**config.mk**
```make
export PLATFORM = sky130hd
export DESIGN_NAME = ibb_bridge
export DESIGN_NICKNAME = d
export VERILOG_FILES = /design/src/rtl/ibb_pkg.sv /design/src/rtl/ibb_lane_mask.sv /design/src/rtl/ibb_timer.sv /design/src/rtl/ibb_bridge.sv
export SDC_FILE = /design/constraint.sdc
export NUM_CORES = 1
export LEC_CHECK = 0
export BUFFER_PORTS_ARGS = -buffer_cell sky130_fd_sc_hd__buf_4
export CAP_MARGIN = 5
export CORE_ASPECT_RATIO = 1.5
export CORE_MARGIN = 8
export CORE_UTILIZATION = 49
export CTS_CLUSTER_SIZE = 10
export DETAILED_ROUTE_END_ITERATION = 6
export GPL_TIMING_DRIVEN = 0
export PLACE_DENSITY = 0.8
export SETUP_SLACK_MARGIN = 0.15
export SLEW_MARGIN = 10
export SYNTH_ARGS = -nofsm -noshare
export SYNTH_HDL_FRONTEND = slang
export SYNTH_SLANG_ARGS = --single-unit
```
**constraint.sdc**
```tcl
create_clock -name clk -period 2.3 [get_ports clk]
set_input_delay 0.115 -clock clk [delete_from_list [all_inputs] [get_ports clk]]
set_output_delay 0.115 -clock clk [all_outputs]
set_load 0.005 [all_outputs]
```
**src/rtl/ibb_pkg.sv**
```systemverilog
package ibb_pkg;
    localparam int unsigned CTL_W   = 64;
    localparam int unsigned ADDR_W  = 32;
    localparam int unsigned DATA_W  = 32;
    localparam int unsigned LANES   = DATA_W / 8;
    localparam int unsigned SZ_W    = 3;
    // command field positions
    localparam int unsigned CMD_WR  = 63;
    localparam int unsigned CMD_SZ  = 48;
    // status flag positions
    localparam int unsigned ST_DONE = 63;
    localparam int unsigned ST_BERR = 62;
    localparam int unsigned ST_TOUT = 61;
    localparam int unsigned ST_SZE  = 60;
    localparam int unsigned ST_BUSY = 59;

    typedef enum logic [1:0] {SEL_DATA = 2'd0, SEL_CMD = 2'd1, SEL_STAT = 2'd2} sel_e;
    typedef enum logic [1:0] {ST_IDLE = 2'd0, ST_REQ = 2'd1, ST_RSP = 2'd2} state_e;

    typedef struct packed {
        logic              write;
        logic [SZ_W-1:0]   size;
        logic [ADDR_W-1:0] addr;
        logic [DATA_W-1:0] wdata;
    } op_t;

    typedef struct packed {
        state_e            st;
        op_t               op;
        logic [DATA_W-1:0] data;
        logic [CTL_W-1:0]  stat;
    } regs_t;
endpackage

```
**src/rtl/ibb_lane_mask.sv**
```systemverilog
module ibb_lane_mask #(
    parameter int unsigned LANES = 4,
    parameter int unsigned SZ_W  = 3
) (
    input  logic [SZ_W-1:0]    size,
    input  logic [8*LANES-1:0] din,
    output logic [8*LANES-1:0] dout
);
    // lane i (byte i) lives at the i-th byte from the top; kept when i < size
    for (genvar i = 0; i < LANES; i++) begin : g_lane
        assign dout[8*(LANES-i)-1 -: 8] = (size > SZ_W'(i)) ? din[8*(LANES-i)-1 -: 8] : 8'h00;
    end
endmodule

```
**src/rtl/ibb_timer.sv**
```systemverilog
module ibb_timer #(
    parameter int unsigned LIMIT = 16
) (
    input  logic clk,
    input  logic rst_n,
    input  logic run,
    output logic expire
);
    localparam int unsigned CW = $clog2(LIMIT) + 1;

    logic [CW-1:0] cnt_d, cnt_q;
    logic          at_lim;

    always_comb begin
        at_lim = (cnt_q >= CW'(LIMIT - 1));
        expire = run && at_lim;
        if (!run)        cnt_d = '0;
        else if (at_lim) cnt_d = cnt_q;
        else             cnt_d = cnt_q + 1'b1;
    end

    always_ff @(posedge clk) begin
        if (!rst_n) cnt_q <= '0;
        else        cnt_q <= cnt_d;
    end

    p_cnt_bound_r9: assert property (@(posedge clk) disable iff (!rst_n)
        cnt_q <= CW'(LIMIT - 1));
    p_idle_zero_r9: assert property (@(posedge clk) disable iff (!rst_n)
        !run |=> (cnt_q == '0));
endmodule

```
**src/rtl/ibb_bridge.sv**
```systemverilog
module ibb_bridge
    import ibb_pkg::*;
#(
    parameter int unsigned TIMEOUT = 16
) (
    input  logic              clk,
    input  logic              rst_n,
    input  logic              ctl_wr,
    input  logic              ctl_rd,
    input  logic [1:0]        ctl_sel,
    input  logic [CTL_W-1:0]  ctl_wdata,
    output logic [CTL_W-1:0]  ctl_rdata,
    output logic              req_valid,
    input  logic              req_ready,
    output logic              req_write,
    output logic [ADDR_W-1:0] req_addr,
    output logic [SZ_W-1:0]   req_size,
    output logic [DATA_W-1:0] req_wdata,
    input  logic              rsp_valid,
    input  logic              rsp_err,
    input  logic [DATA_W-1:0] rsp_rdata
);
    regs_t             d, q;
    logic              busy, expire, fin, cmd_hit, size_ok, stat_rd;
    logic [SZ_W-1:0]   cmd_size;
    logic [CTL_W-1:0]  fin_stat;
    logic [DATA_W-1:0] rd_masked;
    logic              unused_cmd_bits;

    assign unused_cmd_bits = ^{ctl_wdata[62:51], ctl_wdata[47:32]};

    ibb_timer #(.LIMIT(TIMEOUT)) u_timer (
        .clk(clk), .rst_n(rst_n), .run(busy), .expire(expire)
    );

    ibb_lane_mask #(.LANES(LANES), .SZ_W(SZ_W)) u_wmask (
        .size(q.op.size), .din(q.op.wdata), .dout(req_wdata)
    );

    ibb_lane_mask #(.LANES(LANES), .SZ_W(SZ_W)) u_rmask (
        .size(q.op.size), .din(rsp_rdata), .dout(rd_masked)
    );

    assign busy      = (q.st != ST_IDLE);
    assign req_valid = (q.st == ST_REQ);
    assign req_write = q.op.write;
    assign req_addr  = q.op.addr;
    assign req_size  = q.op.size;

    always_comb begin
        d        = q;
        fin      = 1'b0;
        fin_stat = '0;
        cmd_size = ctl_wdata[CMD_SZ +: SZ_W];
        size_ok  = (cmd_size != '0) && (cmd_size <= SZ_W'(LANES));
        cmd_hit  = ctl_wr && (ctl_sel == SEL_CMD);
        stat_rd  = ctl_rd && (ctl_sel == SEL_STAT);

        if (ctl_wr && ctl_sel == SEL_DATA)
            d.data = ctl_wdata[CTL_W-1 -: DATA_W];

        unique case (q.st)
            ST_IDLE: begin
                if (cmd_hit) begin
                    if (size_ok) begin
                        d.st       = ST_REQ;
                        d.op.write = ctl_wdata[CMD_WR];
                        d.op.size  = cmd_size;
                        d.op.addr  = ctl_wdata[ADDR_W-1:0];
                        d.op.wdata = ctl_wdata[CMD_WR] ? q.data : '0;
                    end else begin
                        fin              = 1'b1;
                        fin_stat[ST_DONE] = 1'b1;
                        fin_stat[ST_SZE]  = 1'b1;
                    end
                end
            end
            ST_REQ: begin
                if (req_ready) begin
                    d.st = ST_RSP;
                end else if (expire) begin
                    fin              = 1'b1;
                    fin_stat[ST_DONE] = 1'b1;
                    fin_stat[ST_TOUT] = 1'b1;
                end
            end
            ST_RSP: begin
                if (rsp_valid) begin
                    fin              = 1'b1;
                    fin_stat[ST_DONE] = 1'b1;
                    fin_stat[ST_BERR] = rsp_err;
                    if (!q.op.write && !rsp_err)
                        fin_stat[DATA_W-1:0] = rd_masked;
                end else if (expire) begin
                    fin              = 1'b1;
                    fin_stat[ST_DONE] = 1'b1;
                    fin_stat[ST_TOUT] = 1'b1;
                end
            end
            default: d.st = ST_IDLE;
        endcase

        if (fin) begin
            d.st   = ST_IDLE;
            d.stat = fin_stat;
        end else if (stat_rd) begin
            d.stat = '0;
        end
    end

    always_comb begin
        unique case (ctl_sel)
            SEL_DATA: ctl_rdata = {q.data, {(CTL_W-DATA_W){1'b0}}};
            SEL_STAT: begin
                ctl_rdata          = q.stat;
                ctl_rdata[ST_BUSY] = busy;
            end
            default:  ctl_rdata = '0;
        endcase
    end

    always_ff @(posedge clk) begin
        if (!rst_n) begin
            q.st   <= ST_IDLE;
            q.op   <= '0;
            q.data <= '0;
            q.stat <= '0;
        end else begin
            q <= d;
        end
    end

    // request fields hold until accepted
    p_req_hold_r3: assert property (@(posedge clk) disable iff (!rst_n)
        req_valid && !req_ready && !expire |=> req_valid && $stable(req_addr) && $stable(req_size));
    // leaving busy always leaves a done flag behind
    p_done_on_exit_r5: assert property (@(posedge clk) disable iff (!rst_n)
        $fell(busy) |-> q.stat[ST_DONE]);
    // status read clears the word
    p_clear_on_read_r6: assert property (@(posedge clk) disable iff (!rst_n)
        stat_rd && !fin |=> (q.stat == '0));
    // an illegal size never reaches the bus
    p_bad_size_no_req_r7: assert property (@(posedge clk) disable iff (!rst_n)
        !busy && cmd_hit && !size_ok |=> !req_valid && q.stat[ST_SZE]);
    // commands during an access leave it untouched
    p_busy_ignores_cmd_r10: assert property (@(posedge clk) disable iff (!rst_n)
        busy && cmd_hit |=> $stable(q.op));
endmodule

```
==> out/qor.csv, run 1 <==
metric;value;unit
wl_per_cell;17.37;microns
n_antenna_cell;0;
multi_input_comb_area;3038;sq um
setup_viol;0;
critPathSlowestCell;dfxtp_2;
top_usage_layer;met2;
endpoint_kind;register;
nets;1202;
place_congestion;0.8515;
tightest_slew;905.7;ps
die_area;17020;sq um
arrival;2370;ps
pre_cts_slack;1.860;ps
fill_cells;913;
grt_max_degree;17;
first_pass_iters;4;
syn_inst;741;
grt_pass1_vias;6709;
status;completed;
crit_fanout;10;
ys_ff_latch;143;
maxCapViolCount;0;
setup_ws;233.2;ps
synth_edf_count;0;
final_max_slew_viol_count;0;
final_cells;1263;
vias_per_cell;5.075;
io_pins;238;
syn_area_per_cell;8.620;sq um
grt_use_total;0.2528;
root_buffer;clkbuf_16;
fin_tns_setup;0;ps
drive_above_1_share;0.3053;
ys_types;43;
die_h;155.8;microns
yosysSeqAreaShare;0.4482;
crit_required;2600;ps
grt_pass1_wl;33700;microns
core-area;12890;sq um
regArea;2865;sq um
drt-initial-drc-count;273;
grt_use_met3;0.06989;
die_x;109.2;microns
dominantRegCellSynth;dfxtp_1;
leakagePower;4.248;nW
drc;0;
finClkSkew;8.267;ps
placed_cells;1135;
synth_area;6387;sq um
crit_chain;ha_1 -> and3_1 -> ha_2 -> nor2_4 -> a221oi_4 -> nor4_4 -> buf_4 -> buf_6 -> a22o_1;
cp-start-kind;register;
grt.overflow.total;0;
areaGrowthSynthToFinish;55.16;%
use_met2;0.4523;
maxClockFrequency;0.4838;GHz
synth_nets;852;
clockBufferDepth;2;
slew_headroom;0.3962;
antenna_left;0;
initial_core_util;0.4955;
p_per_area;584.3;nW/um^2
numCtsBuffers;17;
rows;51;
hold_viol_final;0;
hp-class;primary input to register;
hpwlAfterDp;14950;microns
portBuffers;235;
synthArstFlopShare;0;
period_share;0.8986;
clk_latency;420;ps
rsz0062_at_grt;true;
min_period;2067;ps
crit_path_max_incr_delay;360;ps
path_clk_slew;60;ps
route.vias.total;6410;
fin_util;0.7689;
cts_max_level;4;
cts_sinks;143;
grt_use_met1;0.2489;
finalWirelength;21940;microns
peakVddDrop;522.3;uV
yosys_warnings;0;
antenna_found_initial;0;
cts_tree;done;
criticalPathCategory;register to register;
## where the power goes
part / leakage [nW] / internal (mW) / switching (mW)
logic: 2.82 / 0.344 / 0.260
registers: 1.16 / 2.51 / 0.0253
clock network: 0.273 / 1.55 / 1.10
total: 4.25 / 4.41 / 1.38
## layout make-up
| cell class | count | share of cell area |
|---|---|---|
| flip-flops and latches | 143 | 0.2891 |
| well taps | 159 | 0.02007 |
| inverters | 6 | 0.002272 |
| clock buffers | 20 | 0.04608 |
| repair buffers | 331 | 0.2747 |
| clock inverters | 12 | 0.01086 |
| plain buffers | 86 | 0.05037 |
| multi-input cells | 506 | 0.3065 |
## path summary, 6_finish.rpt
check | from | endpoint | slack, ps | depth (start not counted)
setup reg to reg | u_timer.cnt_q[0] | q[27] | 230 | 9
hold reg to reg | q[114] | q[114] | 450 | 2
hold / removal | ctl_wdata[48] | req_size[0] | 9 | 3
setup / recovery | u_timer.cnt_q[0] | q[27] | 230 | 9
## repair_timing
item | CTS | global route
endpoints found under the hold margin | 94 | 0
pin swaps | 1 | 2
setup buffers | 0 | 1
hold buffers | 95 | 0
gates resized for setup | 2 | 13
setup endpoints to repair | 43 | 91
## layout by cell type, fill, tap and decap left out, drive strengths merged, types with 2 or more instances in the layout
master / Yosys / layout
clkinv: 0 / 4
a21boi: 101 / 101
nor2: 19 / 19
dlygate4sd3: 0 / 95
a22o: 33 / 33
inv: 6 / 10
o31a: 2 / 2
xor2: 2 / 2
a211oi: 2 / 2
o21ai: 3 / 3
nand4: 3 / 3
and2: 68 / 68
clkbuf: 35 / 55
o211a: 2 / 2
nand2: 173 / 173
buf: 51 / 287
mux2i: 6 / 6
nand2b: 2 / 2
or3: 2 / 2
nand3: 35 / 35
nor3: 6 / 6
dfxtp: 143 / 143
o21a: 2 / 2
nor2b: 27 / 27
clkinvlp: 0 / 3
ha: 6 / 6
## metal layers
metal | up-vias | wire (microns)
met5 | - | 0
li1 | 3129 | -
met2 | 221 | 11570
met4 | 0 | 1192
met3 | 71 | 1366
met1 | 2989 | 7814
## registers in the layout, summed over array words and instances (netlist names)
| name | cells |
|---|---|
| q | 102 |
| req_write | 1 |
| u_timer.cnt_q | 5 |
| req_size | 3 |
| req_addr | 32 |
## per-stage QoR
stage	area, sq um	hold slack (ps)	power (mW)
detailed placement	8351	328.7	3.048
floorplan	6387	240.5	2.794
global placement	8351	324.4	3.041
CTS	9876	0.01038	5.798
global route	9911	17.30	5.988
finish	9911	8.960	5.791
## synthesized netlist by cell type (2+ instances only)
master,n,share of area
o211a_1,2,0.0031
ha_1,6,0.012
clkbuf_1,35,0.021
nand2b_1,2,0.0020
or3_1,2,0.0020
nor3_1,5,0.0039
a21boi_1,2,0.0023
a22o_1,30,0.041
nor2_1,18,0.011
o21a_1,2,0.0023
a22o_2,3,0.0047
nand4_1,3,0.0029
xor2_1,2,0.0027
buf_4,36,0.042
nand3_1,35,0.027
inv_1,6,0.0035
and2_1,68,0.067
nor2b_1,27,0.026
a21boi_0,99,0.12
dfxtp_1,143,0.45
nand2_1,173,0.10
buf_2,11,0.0086
o21ai_0,3,0.0023
mux2i_1,6,0.0094
buf_6,3,0.0053
o31a_1,2,0.0027
## logic make-up after synthesis
logic type / synth area share
AO/OA/AOI/OAI: 0.1894
XOR/XNOR: 0.002743
adder cells (fa/ha/maj): 0.01175
buffers and inverters: 0.08090
flip-flops: 0.4482
multiplexers: 0.009403
AND/OR/NAND/NOR: 0.2576
## worst max-delay path: cells and delay by family, from the launching register on
kind,cells,cell delay [ps]
adders and majority gates,2,370
buffers and inverters,2,320
and+or+nand+nor,3,320
AOI/OAI and AO/OA,2,590
DFF,1,360
Note: power is estimated with default switching activity, not from simulation.
==> run 2, diff against run 1 <==
--- a/config.mk
+++ b/config.mk
@@ -9,11 +9,12 @@
 export CAP_MARGIN = 5
 export CORE_ASPECT_RATIO = 1.5
 export CORE_MARGIN = 8
-export CORE_UTILIZATION = 49
+export CORE_UTILIZATION = 50
+export CTS_BUF_LIST = sky130_fd_sc_hd__clkbuf_8
 export CTS_CLUSTER_SIZE = 10
 export DETAILED_ROUTE_END_ITERATION = 6
 export GPL_TIMING_DRIVEN = 0
-export PLACE_DENSITY = 0.8
+export PLACE_DENSITY = 0.81
 export SETUP_SLACK_MARGIN = 0.15
 export SLEW_MARGIN = 10
 export SYNTH_ARGS = -nofsm -noshare
==> run 2 against run 1 <==
Net effect: clock skew up 11 ps; non-clock buffer count up 3; worst hold slack improved by 64 ps; worst setup slack improved by 5.4 ps; sequential cell count stayed put; critical path type unchanged; sequential power about the same; critical path depth unchanged; combinational power up 0.7%; die area down 1.8%; global-route usage up 0.64 points; first-iteration DRC count decreased by 8.1%.
==> out/qor.csv, run 2 (same netlist as run 1, synthesis figures left out) <==
metric;value;unit;change
rrSetupSlack;240;ps;about the same
pwr-share-comb;0.117;;+0.013
criticalPathCategory;register to register;;
hold_viol_final;0;;unchanged
drc;0;;unchanged
final_max_slew_viol_count;0;;unchanged
initial_core_util;0.5105;;+0.01497
portBuffers;235;;unchanged
place_congestion;0.8550;;+0.41%
clockBufferDepth;2;;unchanged
dpl_cell_area;8347;sq um;about the same
rsz0062_at_grt;false;;
vias_per_cell;5.162;;+1.7%
p_sw;1.294;mW;-6.5%
antenna_left;0;;unchanged
numCtsBuffers;17;;unchanged
final_cell_mix;buf_4 (273), nand2_1 (173), dfxtp_1 (141), a21boi_0 (99), dlygate4sd3_1 (97);;
antenna_found_initial;1;;+1
endpoint_kind;register;;
wl_per_cell;17.46;microns;+0.51%
maxClockFrequency;0.4851;GHz;+0.26%
core-area;12510;sq um;-2.9%
route.vias.total;6520;;+1.7%
cp-start-kind;register;;
finalWirelength;22050;microns;+0.51%
clk_latency;460;ps;+40 ps
rows;50;;-2.0%
grt.overflow.total;0;;unchanged
die_h;154.4;microns;-0.90%
path_clk_slew;80;ps;+20 ps
p_seq_frac;0.486;;+0.047
first_pass_iters;5;;+1
setup_ws;238.5;ps;+5.385 ps
die_x;108.3;microns;-0.86%
min_period;2061;ps;-5.385 ps
design_area;9777;sq um;-1.4%
grt_max_degree;17;;unchanged
crit_required;2640;ps;+40 ps
io_pins;238;;unchanged
clkPwrFrac;0.397;;-0.060
peakVddDrop;472.4;uV;-9.5%
final_common_cell;buf_4;;
regMostFlops;q;;
cts_max_level;4;;unchanged
final_cells;1263;;unchanged
switching_share;0.2480;;+0.009186
p_int;3.923;mW;-11%
grt_pass1_vias;6810;;+1.5%
maxCapViolCount;0;;unchanged
status;completed;;
placed_cells;1132;;-0.26%
finClkSkew;19.59;ps;+11.32 ps
hpwlAfterDp;14880;microns;-0.48%
p_per_area;533.6;nW/um^2;-8.7%
grt_pass1_wl;34310;microns;+1.8%
leakagePower;4.179;nW;-1.6%
drive_above_1_share;0.3041;;-0.001181
areaGrowthSynthToFinish;53.07;%;
period_share;0.8963;;-0.002341
slew_headroom;0.3710;;-0.02514
tightest_slew;943.4;ps;+37.70 ps
arrival;2410;ps;+40 ps
root_buffer;clkbuf_8;;
die_area;16720;sq um;-1.8%
cts_sinks;143;;unchanged
crit_fanout;5;;-5
pre_cts_slack;59.58;ps;+57.72 ps
grt_use_total;0.2591;;+0.006391
fin_tns_setup;0;ps;unchanged
setup_viol;0;;unchanged
cts_tree;done;;
hp-class;primary input to register;;
drt-initial-drc-count;251;;-8.1%
nets;1205;;+0.25%
largest_reg_flops;102;;unchanged
## run 2: through the flow
step / utilization / power (mW) / hold WS [ps]
6_report: 0.7814 / 5.217 / 73.28
5_1_grt: 0.7812 / 5.411 / 89.07
3_5_place_dp: 0.6671 / 3.046 / 327.6
2_1_floorplan: - / 2.794 / 240.5
3_3_place_gp: 0.6671 / 3.040 / 324.2
4_1_cts: 0.7776 / 5.226 / 68.00
## run 2: worst paths after layout
check	from	endpoint	cells past startpoint
worst max-delay path	u_timer.cnt_q[0]	q[9]	9
worst max register to register	u_timer.cnt_q[0]	q[9]	9
worst min-delay path	ctl_wdata[63]	q[96]	3
worst min register to register	q[113]	q[113]	2
## run 2: critical path, cell delays in order, from the launching register on
cell and delay [ps]:
dfxtp_2 360, ha_1 170, and3_1 170, ha_1 200, nor2_4 70, a221oi_4 360
nor4_4 80, buf_4 170, buf_4 140, a22o_2 250
## run 2: timing repair
action	CTS	global route
resized for setup	3	11
gates cloned	0	0
hold buffers	97	0
endpoints found under the setup margin	54	56
pin swaps	1	2
hold endpoints to repair	99	0
setup buffers	0	2
## run 2: power groups by stage
stage | clock network (mW) | logic, mW | registers, mW
3_3_place_gp | 0 | 0.449 | 2.59
4_1_cts | 2.10 | 0.594 | 2.53
5_1_grt | 2.22 | 0.654 | 2.54
2_1_floorplan | 0 | 0.208 | 2.59
3_5_place_dp | 0 | 0.454 | 2.59
6_report | 2.07 | 0.608 | 2.54
## run 2: area by class of cell
type                       instances  area (sq um)
antenna                            2         5.005
multi-input combinational        506          3038
timing repair buffer             334          2750
clock inverter                    13         165.2
tap                              156         195.2
clock buffer                      17         234.0
fill                             864          2735
inverter                           6         22.52
buffer                            86         501.7
sequential                       143          2865
## run 2: layer usage
metal | GRT usage | share of wire | vias to the layer above
met2 | 0.4551 | 0.52 | 251
met1 | 0.2592 | 0.35 | 3056
met5 | 0 | 0 | -
met4 | 0.1762 | 0.064 | 0
met3 | 0.06572 | 0.065 | 84
li1 | - | - | 3129
